## src/rtl/alarmLatchPkg.sv

```systemverilog
package alarmLatchPkg;
  localparam int T1_LATCH_W = 4;
  localparam int E1_LATCH_W = 8;
  localparam int RD_W       = 16;
  localparam int E1_LSB     = 7;
  // 1 = set on any change, 0 = set on rising edge only (e1Status bit order)
  localparam logic [E1_LATCH_W-1:0] E1_ANY_EDGE = 8'b0110_1111;

  typedef struct packed {
    logic clrAll;   // clearing read this cycle
    logic rdLatch;  // latch register selected for read data
  } latchCtl_t;
endpackage

```

## src/rtl/alarmEdgeDet.sv

```systemverilog
module alarmEdgeDet #(
  parameter int               WIDTH    = 8,
  parameter logic [WIDTH-1:0] ANY_MASK = '0
) (
  input  logic             clk,
  input  logic             rstN,
  input  logic [WIDTH-1:0] din,
  output logic [WIDTH-1:0] evt
);
  logic [WIDTH-1:0] prevQ;

  always_ff @(posedge clk or negedge rstN) begin
    if (!rstN) prevQ <= '0;
    else       prevQ <= din;
  end

  for (genvar i = 0; i < WIDTH; i++) begin : gBit
    if (ANY_MASK[i]) begin : gAny
      assign evt[i] = din[i] ^ prevQ[i];
    end else begin : gRise
      assign evt[i] = din[i] & ~prevQ[i];
    end
  end
endmodule

```

## src/rtl/alarmLatchCtl.sv

```systemverilog
module alarmLatchCtl
  import alarmLatchPkg::*;
#(
  parameter int                ADDR_W     = 6,
  parameter logic [ADDR_W-1:0] LATCH_ADDR = 6'h24,
  parameter logic [ADDR_W-1:0] IRQ_ADDR   = 6'h34
) (
  input  logic              rdStrobe,
  input  logic [ADDR_W-1:0] rdAddr,
  output latchCtl_t         ctl
);
  logic latchHit;
  logic irqHit;

  always_comb begin
    latchHit    = rdStrobe && (rdAddr == LATCH_ADDR);
    irqHit      = rdStrobe && (rdAddr == IRQ_ADDR);
    ctl.rdLatch = latchHit;
    ctl.clrAll  = latchHit || irqHit;
  end
endmodule

```

## src/rtl/alarmLatchDp.sv

```systemverilog
module alarmLatchDp
  import alarmLatchPkg::*;
(
  input  logic                  clk,
  input  logic                  rstN,
  input  logic                  e1Mode,
  input  logic [2:0]            t1Status,
  input  logic                  crcInc,
  input  logic [E1_LATCH_W-1:0] e1Status,
  input  latchCtl_t             ctl,
  output logic [RD_W-1:0]       rdData,
  output logic [T1_LATCH_W-1:0] latchT1Q,
  output logic [E1_LATCH_W-1:0] latchE1Q
);
  logic [2:0]            t1Edge;
  logic [E1_LATCH_W-1:0] e1Evt;
  logic [T1_LATCH_W-1:0] t1Set;
  logic [E1_LATCH_W-1:0] e1Set;

  alarmEdgeDet #(.WIDTH(3), .ANY_MASK(3'b000)) uT1Edge (
    .clk(clk), .rstN(rstN), .din(t1Status), .evt(t1Edge)
  );

  alarmEdgeDet #(.WIDTH(E1_LATCH_W), .ANY_MASK(E1_ANY_EDGE)) uE1Edge (
    .clk(clk), .rstN(rstN), .din(e1Status), .evt(e1Evt)
  );

  always_comb begin
    t1Set = {t1Edge[2], t1Edge[1], crcInc, t1Edge[0]} & {T1_LATCH_W{!e1Mode}};
    e1Set = e1Evt & {E1_LATCH_W{e1Mode}};
  end

  // set has priority over the clearing read
  always_ff @(posedge clk or negedge rstN) begin
    if (!rstN) begin
      latchT1Q <= '0;
      latchE1Q <= '0;
    end else begin
      latchT1Q <= (latchT1Q & {T1_LATCH_W{!ctl.clrAll}}) | t1Set;
      latchE1Q <= (latchE1Q & {E1_LATCH_W{!ctl.clrAll}}) | e1Set;
    end
  end

  always_comb begin
    rdData = '0;
    if (ctl.rdLatch) begin
      if (e1Mode) rdData[E1_LSB +: E1_LATCH_W] = latchE1Q;
      else        rdData[T1_LATCH_W-1:0]       = latchT1Q;
    end
  end
endmodule

```

## src/rtl/alarmLatchReg.sv

```systemverilog
module alarmLatchReg
  import alarmLatchPkg::*;
#(
  parameter int                ADDR_W     = 6,
  parameter logic [ADDR_W-1:0] LATCH_ADDR = 6'h24,
  parameter logic [ADDR_W-1:0] IRQ_ADDR   = 6'h34
) (
  input  logic              clk,
  input  logic              rstN,
  input  logic              e1Mode,
  input  logic [2:0]        t1Status,
  input  logic              crcInc,
  input  logic [7:0]        e1Status,
  input  logic              rdStrobe,
  input  logic [ADDR_W-1:0] rdAddr,
  output logic [15:0]       rdData
);
  latchCtl_t             ctl;
  logic [T1_LATCH_W-1:0] latchT1Q;
  logic [E1_LATCH_W-1:0] latchE1Q;

  alarmLatchCtl #(
    .ADDR_W(ADDR_W), .LATCH_ADDR(LATCH_ADDR), .IRQ_ADDR(IRQ_ADDR)
  ) uCtl (
    .rdStrobe(rdStrobe), .rdAddr(rdAddr), .ctl(ctl)
  );

  alarmLatchDp uDp (
    .clk(clk), .rstN(rstN), .e1Mode(e1Mode), .t1Status(t1Status),
    .crcInc(crcInc), .e1Status(e1Status), .ctl(ctl), .rdData(rdData),
    .latchT1Q(latchT1Q), .latchE1Q(latchE1Q)
  );
endmodule

```

## config.mk

```make
export PLATFORM = sky130hd
export DESIGN_NAME = alarmLatchReg
export DESIGN_NICKNAME = d
export VERILOG_FILES = /design/src/rtl/alarmLatchPkg.sv /design/src/rtl/alarmEdgeDet.sv /design/src/rtl/alarmLatchCtl.sv /design/src/rtl/alarmLatchDp.sv /design/src/rtl/alarmLatchReg.sv
export SDC_FILE = /design/constraint.sdc
export NUM_CORES = 1
export LEC_CHECK = 0
export BUFFER_PORTS_ARGS = -buffer_cell sky130_fd_sc_hd__buf_2
export CAP_MARGIN = 20
export CELL_PAD_IN_SITES_DETAIL_PLACEMENT = 1
export CELL_PAD_IN_SITES_GLOBAL_PLACEMENT = 2
export CORE_MARGIN = 2
export CORE_UTILIZATION = 28
export DETAILED_ROUTE_END_ITERATION = 16
export PLACE_DENSITY = 0.75
export SETUP_SLACK_MARGIN = 0.4
export SYNTH_ARGS = -nofsm -noshare
export SYNTH_HDL_FRONTEND = slang
export SYNTH_SLANG_ARGS = --single-unit
```

## constraint.sdc

```tcl
create_clock -name clk -period 1.5 [get_ports clk]
set_input_delay 0.3 -clock clk [delete_from_list [all_inputs] [get_ports clk]]
set_output_delay 0.3 -clock clk [all_outputs]
set_load 0.02 [all_outputs]
```

==> impl_metrics.json, run 1 <==
{
  "status": "finished, violations left",
  "violations": "negative setup slack",
  "synth_top_family_by_area": "simple AND/OR/NAND/NOR gates",
  "grt_pass1_wl_um": 3480,
  "slew_headroom_pct": 65.9,
  "h-tree-depth": 1,
  "powerDensity_mw_per_mm2": 778,
  "maxCapViolations": 0,
  "slew_violations": 0,
  "yosys.area_share.adder_pct": 0,
  "syn2layout_area_growth_pct": 51.7,
  "clock-sinks": 23,
  "path_class": "input pin to output pin",
  "synth_top_cell_by_area": "dfrtp_1",
  "cts_tree": "done",
  "startpoint_type": "input pin",
  "path_max_fanout": 8,
  "dieArea_mm2": 0.00375,
  "via_per_inst": 4.42,
  "hpwl_um": 1590,
  "final.period_utilization_pct": 112,
  "wl_um": 2210,
  "worst_pin_slew_ns": 0.511,
  "placed_cells": 149,
  "synthSimpleGateAreaFrac_pct": 12.7,
  "synth-compound-area-share_pct": 11.7,
  "num_rows": 20,
  "synth_top_area_share_pct": 62.8,
  "period_needed_ns": 1.69,
  "slowest_stage": "and4b_1",
  "place_congestion": 0.715,
  "start_util_pct": 29.8,
  "grt_pass1_vias": 717,
  "setup_viol_count_final": 12,
  "first_pass_iters": 4,
  "tns_ns": -2.04,
  "cp-end-kind": "output pin",
  "die_x_um": 61.2,
  "syn_area_per_cell_um2": 12.9,
  "drtIter0Drc": 17,
  "route.detailed.drc": 0,
  "crit_arrival_ns": 1.39,
  "ys_ff_latch": 23,
  "n_fill_cell": 334,
  "drive_above_1_share_pct": 53.1,
  "numPortBuffers": 33,
  "fin_skew_ns": 0.00369,
  "final_antenna_net_count": 0,
  "netlist-cell-type-count": 14,
  "final_util_pct": 45.2,
  "cts_buffer_depth": 2,
  "fmax_ghz": 0.593,
  "core_area_mm2": 0.00308,
  "final_nets": 136,
  "ir_worst_vdd_v": 0.000248,
  "placed_area_mm2": 0.00120,
  "hold_path.class": "input pin to flop",
  "crit_family": "simple AND/OR/NAND/NOR gates",
  "crit_path_max_incr_delay_ns": 0.28,
  "crit_chain": "buf_6 -> nor4b_4 -> and4b_1 -> buf_6 -> and3_4 -> buf_6",
  "netlist_area_um2": 917,
  "p_leak_nw": 0.633,
  "yosysSeqAreaShare_pct": 62.8,
  "cp_data_required_time_ns": 1.20,
  "final_area_mm2": 0.00139,
  "grt_usage_pct": 12.7,
  "synth_warnings": 0,
  "ioPinCount": 38,
  "die-height_um": 61.2,
  "pre_cts_ws_ns": -0.249,
  "netlist_instances": 71,
  "num_vias": 694,
  "synth_mux_area_share_pct": 0,
  "clk_pin_slew_ns": 0.13,
  "antennaDiodeCount": 0,
  "root_buffer": "clkbuf_4",
  "clkLatencyLatePin_ns": 0.30,
  "cts_buffers": 3,
  "grt-ovfl-total": 0,
  "wl_per_cell_um": 14.1,
  "layout.cells.non_filler": 157,
  "antenna_found_initial": 0,
  "crit_buf_inv": 3,
  "cpMostUsedCell": "buf_6",
  "finalHoldViolCount": 0,
  "setup_ws_ns": -0.185,
  "grt_max_degree": 24,
  "yosys-top-cells-area": "dfrtp_1, a22o_1, and3_1, xor2_1, buf_4",
  "synth_xor_area_share_pct": 5.73,
  "rsz0062_at_grt": "yes"
}
flip-flops by register name, summed over array words and instances, names as in the netlist:
name,count
uDp.uT1Edge.prevQ,3
uDp.uE1Edge.prevQ,8
uDp.latchE1Q,8
uDp.latchT1Q,4
final timing paths:
| check | depth (start not counted) | slack (ns) | startpoint | end |
|---|---|---|---|---|
| min reg2reg | 1 | 0.51 | uDp.latchE1Q[7]$_DFF_PN0_ | uDp.latchE1Q[7]$_DFF_PN0_ |
| max reg2reg | 2 | 0.65 | uDp.uE1Edge.prevQ[6]$_DFF_PN0_ | uDp.latchE1Q[6]$_DFF_PN0_ |
| max in group asynchronous | 2 | 0.67 | rstN | uDp.latchE1Q[7]$_DFF_PN0_ |
| max | 6 | -0.19 | rdAddr[0] | rdData[3] |
| min | 1 | 0.10 | e1Status[4] | uDp.uE1Edge.prevQ[4]$_DFF_PN0_ |
| min in group asynchronous | 2 | 0.49 | rstN | uDp.latchE1Q[2]$_DFF_PN0_ |
cell families after synthesis:
logic type | Yosys count
other | 1
xor gates and xnor gates | 6
and+or+nand+nor | 18
DFF | 23
AOI/OAI and AO/OA | 12
buffers and inverters | 11
routing by layer:
metal | GRT usage (%) | vias up | part of all wire, %
li1 | - | 325 | -
met1 | 17.3 | 349 | 44
met2 | 21.0 | 18 | 51
met3 | 1.89 | 2 | 3.9
met4 | 3.73 | 0 | 0.63
met5 | 0 | - | 0
layout make-up:
type	instances	area (um^2)	area share, %
Clock inverter	1	5.00	0.360
Inverter	3	11.3	0.809
Tap cell	44	55.1	3.96
Timing Repair Buffer	43	349	25.1
Clock buffer	3	22.5	1.62
Multi-Input combinational cell	40	373	26.8
Sequential cell	23	576	41.4
report_power, final:
group	internal [mW]	switching (mW)	total (mW)
logic	0.0640	0.0663	0.130
clock network	0.0994	0.179	0.279
registers	0.656	0.0177	0.673
total	0.819	0.263	1.08
metrics by stage:
| step | hold slack (ns) | power, mW |
|---|---|---|
| CTS | 0.0890 | 1.10 |
| detailed placement | 0.308 | 0.805 |
| floorplan | 0.00441 | 0.744 |
| global route | 0.0757 | 1.15 |
| finish | 0.104 | 1.08 |
| global placement | 0.300 | 0.798 |
worst register-to-register path, delay by kind of cell, from the launching register on:
family,cells,cell delay [ns]
AOI/OAI and AO/OA,1,0.19
xor gates and xnor gates,1,0.16
DFF,1,0.40
timing repair:
action | 4_1_cts | 5_1_grt
endpoints found under the setup margin | 12 | 24
gates cloned | 0 | 1
endpoints found under the hold margin | 23 | 0
setup buffers | 1 | 1
pin swaps | 6 | 12
hold buffers | 1 | 0
gates resized for setup | 31 | 6
cells in the mapped netlist (all sizes together):
cell type / number
dfrtp: 23
and3: 12
a22o: 10
buf: 6
xor2: 6
inv: 3
nor2: 3
a32o: 2
clkbuf: 2
and4b: 1
conb: 1
nand3: 1
nor4b: 1
cell usage in the layout (no fill, tap or decap):
master | Yosys | layout
a22o_1 | 10 | 10
a32o_1 | 2 | 2
and3_4 | 0 | 12
and4b_1 | 1 | 1
buf_2 | 1 | 19
buf_4 | 5 | 4
buf_6 | 0 | 19
clkbuf_4 | 0 | 3
clkinv_2 | 0 | 1
conb_1 | 1 | 4
dfrtp_1 | 23 | 23
dlygate4sd3_1 | 0 | 1
inv_1 | 3 | 3
nand3_4 | 0 | 1
nor2_1 | 3 | 3
nor4b_4 | 0 | 1
xor2_1 | 6 | 6
No activity file was read; power rests on OpenSTA's default activity.
==> inputs of run 2 (changes only) <==
--- a/config.mk
+++ b/config.mk
@@ -14,6 +14,8 @@
 export DETAILED_ROUTE_END_ITERATION = 16
 export PLACE_DENSITY = 0.75
 export SETUP_SLACK_MARGIN = 0.4
+export SKIP_CTS_REPAIR_TIMING = 1
+export SLEW_MARGIN = 20
 export SYNTH_ARGS = -nofsm -noshare
 export SYNTH_HDL_FRONTEND = slang
 export SYNTH_SLANG_ARGS = --single-unit
==> impl_metrics.json, run 2 (synthesis results as in run 1) <==
{
  "clock-sinks": 23,
  "hpwl_um": 1590,
  "syn2layout_area_growth_pct": 49.7,
  "start_util_pct": 29.8,
  "reg.largest.list": "uDp.latchE1Q x8, uDp.uE1Edge.prevQ x8, uDp.latchT1Q x4",
  "slowest_stage": "and4b_1",
  "numPortBuffers": 33,
  "num_rows": 20,
  "crit_arrival_ns": 1.40,
  "die_x_um": 61.2,
  "path_class": "input pin to output pin",
  "route.detailed.drc": 0,
  "cts_buffer_depth": 2,
  "hold_path.class": "input pin to flop",
  "period_needed_ns": 1.70,
  "place_congestion": 0.715,
  "slew_headroom_pct": 64.7,
  "ioPinCount": 38,
  "r2r-end": "uDp.latchE1Q[6]$_DFF_PN0_",
  "r2r-start": "uDp.uE1Edge.prevQ[6]$_DFF_PN0_",
  "reg2reg_setup_slack_ns": 0.66,
  "slew_violations": 0,
  "clkLatencyLatePin_ns": 0.30,
  "cp-startpoint": "rdAddr[3]",
  "crit_chain": "buf_6 -> nor4b_4 -> and4b_1 -> buf_6 -> and3_4 -> buf_6",
  "worst_pin_slew_ns": 0.530,
  "core_area_mm2": 0.00308,
  "first_pass_iters": 3,
  "rr_worst_depth": 2,
  "layout_commonest_cell": "dfrtp_1",
  "root_buffer": "clkbuf_4",
  "final.period_utilization_pct": 113,
  "p_leak_nw": 0.626,
  "die-height_um": 61.2,
  "maxCapViolations": 0,
  "fin_skew_ns": 0.00727,
  "wl_per_cell_um": 14.3,
  "cts_buffers": 3,
  "violations": "negative setup slack",
  "crit_path_max_incr_delay_ns": 0.29,
  "powerDensity_mw_per_mm2": 787,
  "antenna_found_initial": 0,
  "setup_viol_count_final": 12,
  "ir_worst_vdd_v": 0.000250,
  "wl_um": 2230,
  "antennaDiodeCount": 0,
  "p_total_mw": 1.08,
  "grt-ovfl-total": 0,
  "cpMostUsedCell": "buf_6",
  "grt_pass1_vias": 697,
  "endpoint": "rdData[3]",
  "drtIter0Drc": 10,
  "status": "finished, violations left",
  "final_nets": 135,
  "setup_ws_ns": -0.201,
  "rsz0062_at_grt": "yes",
  "finalHoldViolCount": 0,
  "cp-end-kind": "output pin",
  "final_antenna_net_count": 0,
  "dieArea_mm2": 0.00375,
  "placed_area_mm2": 0.00120,
  "startpoint_type": "input pin",
  "fmax_ghz": 0.588,
  "grt_pass1_wl_um": 3250,
  "h-tree-depth": 1,
  "final_cell_mix": "dfrtp_1, buf_2, buf_6, and3_4, a22o_1",
  "clk_pin_slew_ns": 0.13,
  "path_max_fanout": 8,
  "via_per_inst": 4.48,
  "cts_tree": "done",
  "num_vias": 699,
  "cp_data_required_time_ns": 1.20,
  "grt_max_degree": 24,
  "final_area_mm2": 0.00137,
  "grt_usage_pct": 11.8,
  "drive_above_1_share_pct": 52.7
}
run 2: worst min-delay path by stage:
stage,startpoint,endpoint,slack (ns),depth (start not counted)
floorplan,rstN,uDp.latchE1Q[0]$_DFF_PN0_,0.004,0
global placement,rstN,uDp.latchT1Q[0]$_DFF_PN0_,0.30,1
detailed placement,rstN,uDp.latchT1Q[0]$_DFF_PN0_,0.31,1
CTS,rstN,uDp.uE1Edge.prevQ[3]$_DFF_PN0_,-0.04,1
global route,e1Status[4],uDp.uE1Edge.prevQ[4]$_DFF_PN0_,0.08,1
finish,e1Status[4],uDp.uE1Edge.prevQ[4]$_DFF_PN0_,0.10,1
run 2: report_power, final:
| group | switching, mW | total [mW] | internal [mW] |
|---|---|---|---|
| Combinational | 0.0655 | 0.127 | 0.0618 |
| Sequential | 0.0177 | 0.673 | 0.656 |
| Clock | 0.180 | 0.280 | 0.0994 |
| Total | 0.263 | 1.08 | 0.817 |
run 2: layer usage:
metal | vias to the layer above | wire [um] | track usage (%)
li1 | 329 | - | -
met1 | 346 | 988 | 15.6
met2 | 20 | 1120 | 19.9
met3 | 4 | 90 | 1.89
met4 | 0 | 29 | 3.73
met5 | - | 0 | 0
run 2: cell type report:
| type | count | area (um^2) |
|---|---|---|
| clock buffer | 3 | 22.5 |
| clock inverter | 1 | 5.00 |
| fill | 335 | 1710 |
| inverter | 3 | 11.3 |
| multi-input combinational | 40 | 365 |
| sequential | 23 | 576 |
| tap | 44 | 55.1 |
| timing repair buffer | 42 | 338 |
run 2: worst max-delay path: cells and delay by family:
family                 cells  cell delay, ns
buffers and inverters      3            0.36
and+or+nand+nor            3            0.74
run 2: metrics by stage:
| step | hold slack, ns | setup WS, ns | setup TNS [ns] | utilization [%] | instances |
|---|---|---|---|---|---|
| 5_1_grt | 0.0757 | -0.278 | -3.13 | 44.6 | 156 |
| 3_5_place_dp | 0.308 | -0.249 | -2.80 | 39.1 | 149 |
| 6_report | 0.101 | -0.201 | -2.25 | 44.6 | 156 |
| 3_3_place_gp | 0.300 | -0.213 | -2.34 | 39.1 | 149 |
| 4_1_cts | -0.0428 | -0.256 | -2.85 | 40.0 | 153 |
| 2_1_floorplan | 0.00441 | 0.0510 | 0 | - | 74 |
==> inputs of run 3 (changes only) <==
--- a/config.mk
+++ b/config.mk
@@ -10,9 +10,11 @@
 export CELL_PAD_IN_SITES_DETAIL_PLACEMENT = 1
 export CELL_PAD_IN_SITES_GLOBAL_PLACEMENT = 2
 export CORE_MARGIN = 2
-export CORE_UTILIZATION = 28
+export CORE_UTILIZATION = 30
+export CTS_BUF_LIST = sky130_fd_sc_hd__clkbuf_8
 export DETAILED_ROUTE_END_ITERATION = 16
-export PLACE_DENSITY = 0.75
+export GPL_TIMING_DRIVEN = 0
+export PLACE_DENSITY = 0.8
 export SETUP_SLACK_MARGIN = 0.4
 export SKIP_CTS_REPAIR_TIMING = 1
 export SLEW_MARGIN = 20
==> impl_metrics.json, run 3 (synthesis results as in run 1) <==
{
  "die-height_um": 59.3,
  "fin_skew_ns": 0.00226,
  "final_antenna_net_count": 0,
  "grt-ovfl-total": 0,
  "startpoint_type": "input pin",
  "num_rows": 20,
  "final.period_utilization_pct": 117,
  "first_pass_iters": 4,
  "drtIter0Drc": 17,
  "layout.cells.non_filler": 149,
  "grt_pass1_wl_um": 3440,
  "final_util_pct": 47.3,
  "cp-end-kind": "output pin",
  "crit_arrival_ns": 1.45,
  "clock-sinks": 23,
  "finalHoldViolCount": 0,
  "ioPinCount": 38,
  "path_max_fanout": 5,
  "slew_violations": 0,
  "final_nets": 139,
  "ir_worst_vdd_v": 0.000461,
  "h-tree-depth": 1,
  "path_class": "input pin to output pin",
  "layout_commonest_cell": "dfrtp_1",
  "place_congestion": 0.708,
  "root_buffer": "clkbuf_8",
  "grt_max_degree": 24,
  "setup_viol_count_final": 12,
  "wl_um": 2130,
  "hpwl_um": 1490,
  "antenna_found_initial": 0,
  "cts_tree": "done",
  "numPortBuffers": 32,
  "wl_per_cell_um": 14.3,
  "period_needed_ns": 1.75,
  "cts_buffer_depth": 2,
  "r2r-end": "uDp.latchE1Q[0]$_DFF_PN0_",
  "p_leak_nw": 0.655,
  "tns_ns": -2.91,
  "slew_headroom_pct": 66.0,
  "drive_above_1_share_pct": 53.4,
  "powerDensity_mw_per_mm2": 828,
  "die_x_um": 59.3,
  "route.detailed.drc": 0,
  "syn2layout_area_growth_pct": 53.5,
  "violations": "negative setup slack",
  "grt_pass1_vias": 732,
  "final_cell_mix": "dfrtp_1, buf_6, buf_2, and3_4, a22o_1",
  "clkLatencyLatePin_ns": 0.26,
  "num_vias": 705,
  "start_util_pct": 30.8,
  "dieArea_mm2": 0.00352,
  "rr_worst_depth": 2,
  "worst_pin_slew_ns": 0.511,
  "hold_path.class": "input pin to asynchronous set/reset pin",
  "grt_usage_pct": 13.1,
  "reg2reg_setup_slack_ns": 0.68,
  "cts_buffers": 3,
  "via_per_inst": 4.73,
  "status": "finished, violations left",
  "rsz0062_at_grt": "yes",
  "core_area_mm2": 0.00298,
  "clk_pin_slew_ns": 0.08,
  "placed_cells": 139,
  "fmax_ghz": 0.571,
  "reg.largest.list": "uDp.latchE1Q x8, uDp.uE1Edge.prevQ x8, uDp.latchT1Q x4",
  "r2r-start": "uDp.uE1Edge.prevQ[0]$_DFF_PN0_",
  "maxCapViolations": 0,
  "antennaDiodeCount": 0,
  "cp_data_required_time_ns": 1.20,
  "setup_ws_ns": -0.253
}
## run 3: cell types whose count changed in the layout (fill, tap and decap cells not counted), moves of 2 or more
cell	change
buf_4	+3
clkbuf_4	-3
clkbuf_1	+2
clkbuf_8	+3
## run 3: worst max path at each step
stage	startpoint	endpoint	slack [ns]	depth (start not counted)
after floorplan	rdAddr[1]	rdData[0]	0.05	4
after global placement	rdAddr[1]	rdData[8]	-0.27	6
after detailed placement	rdAddr[1]	rdData[8]	-0.30	6
after CTS	rdAddr[1]	rdData[8]	-0.30	6
after global routing	rdAddr[3]	rdData[8]	-0.31	6
final	rdAddr[3]	rdData[8]	-0.25	6
## run 3: metal layers
metal  vias to the layer above  global-route usage, %  part of all wire (%)
li1                        334                      -                     -
met1                       343                   16.6                    43
met2                        26                   21.5                    50
met3                         2                   3.28                   6.4
met4                         0                   4.87                  0.89
met5                         -                      0                     0
## run 3: metrics by stage
step	area [um^2]	hold WS (ns)	power, mW	worst slack [ns]
4_1_cts	1250	0.0251	1.17	-0.299
3_3_place_gp	1200	0.295	0.799	-0.275
5_1_grt	1410	0.0450	1.23	-0.305
2_1_floorplan	1000	0.00441	0.744	0.0510
6_report	1410	0.00281	1.17	-0.253
3_5_place_dp	1200	0.305	0.805	-0.299
## run 3: final cells by class
type	count	area, um^2
Buffer	8	60.1
Clock buffer	3	41.3
Clock inverter	1	3.75
Fill cell	327	1570
Inverter	3	11.3
Multi-Input combinational cell	40	370
Sequential cell	23	576
Tap cell	33	41.3
Timing Repair Buffer	38	304
## run 3: worst max-delay path, stage by stage
cell and delay (ns):
buf_6 0.09, nor4b_4 0.29, and4b_2 0.33, buf_6 0.14, and3_4 0.18, buf_6 0.12
## run 3: power by group
part / total, mW / switching, mW / internal (mW)
combinational: 0.129 / 0.0650 / 0.0638
clock: 0.365 / 0.183 / 0.182
sequential: 0.672 / 0.0166 / 0.655
total: 1.17 / 0.265 / 0.901
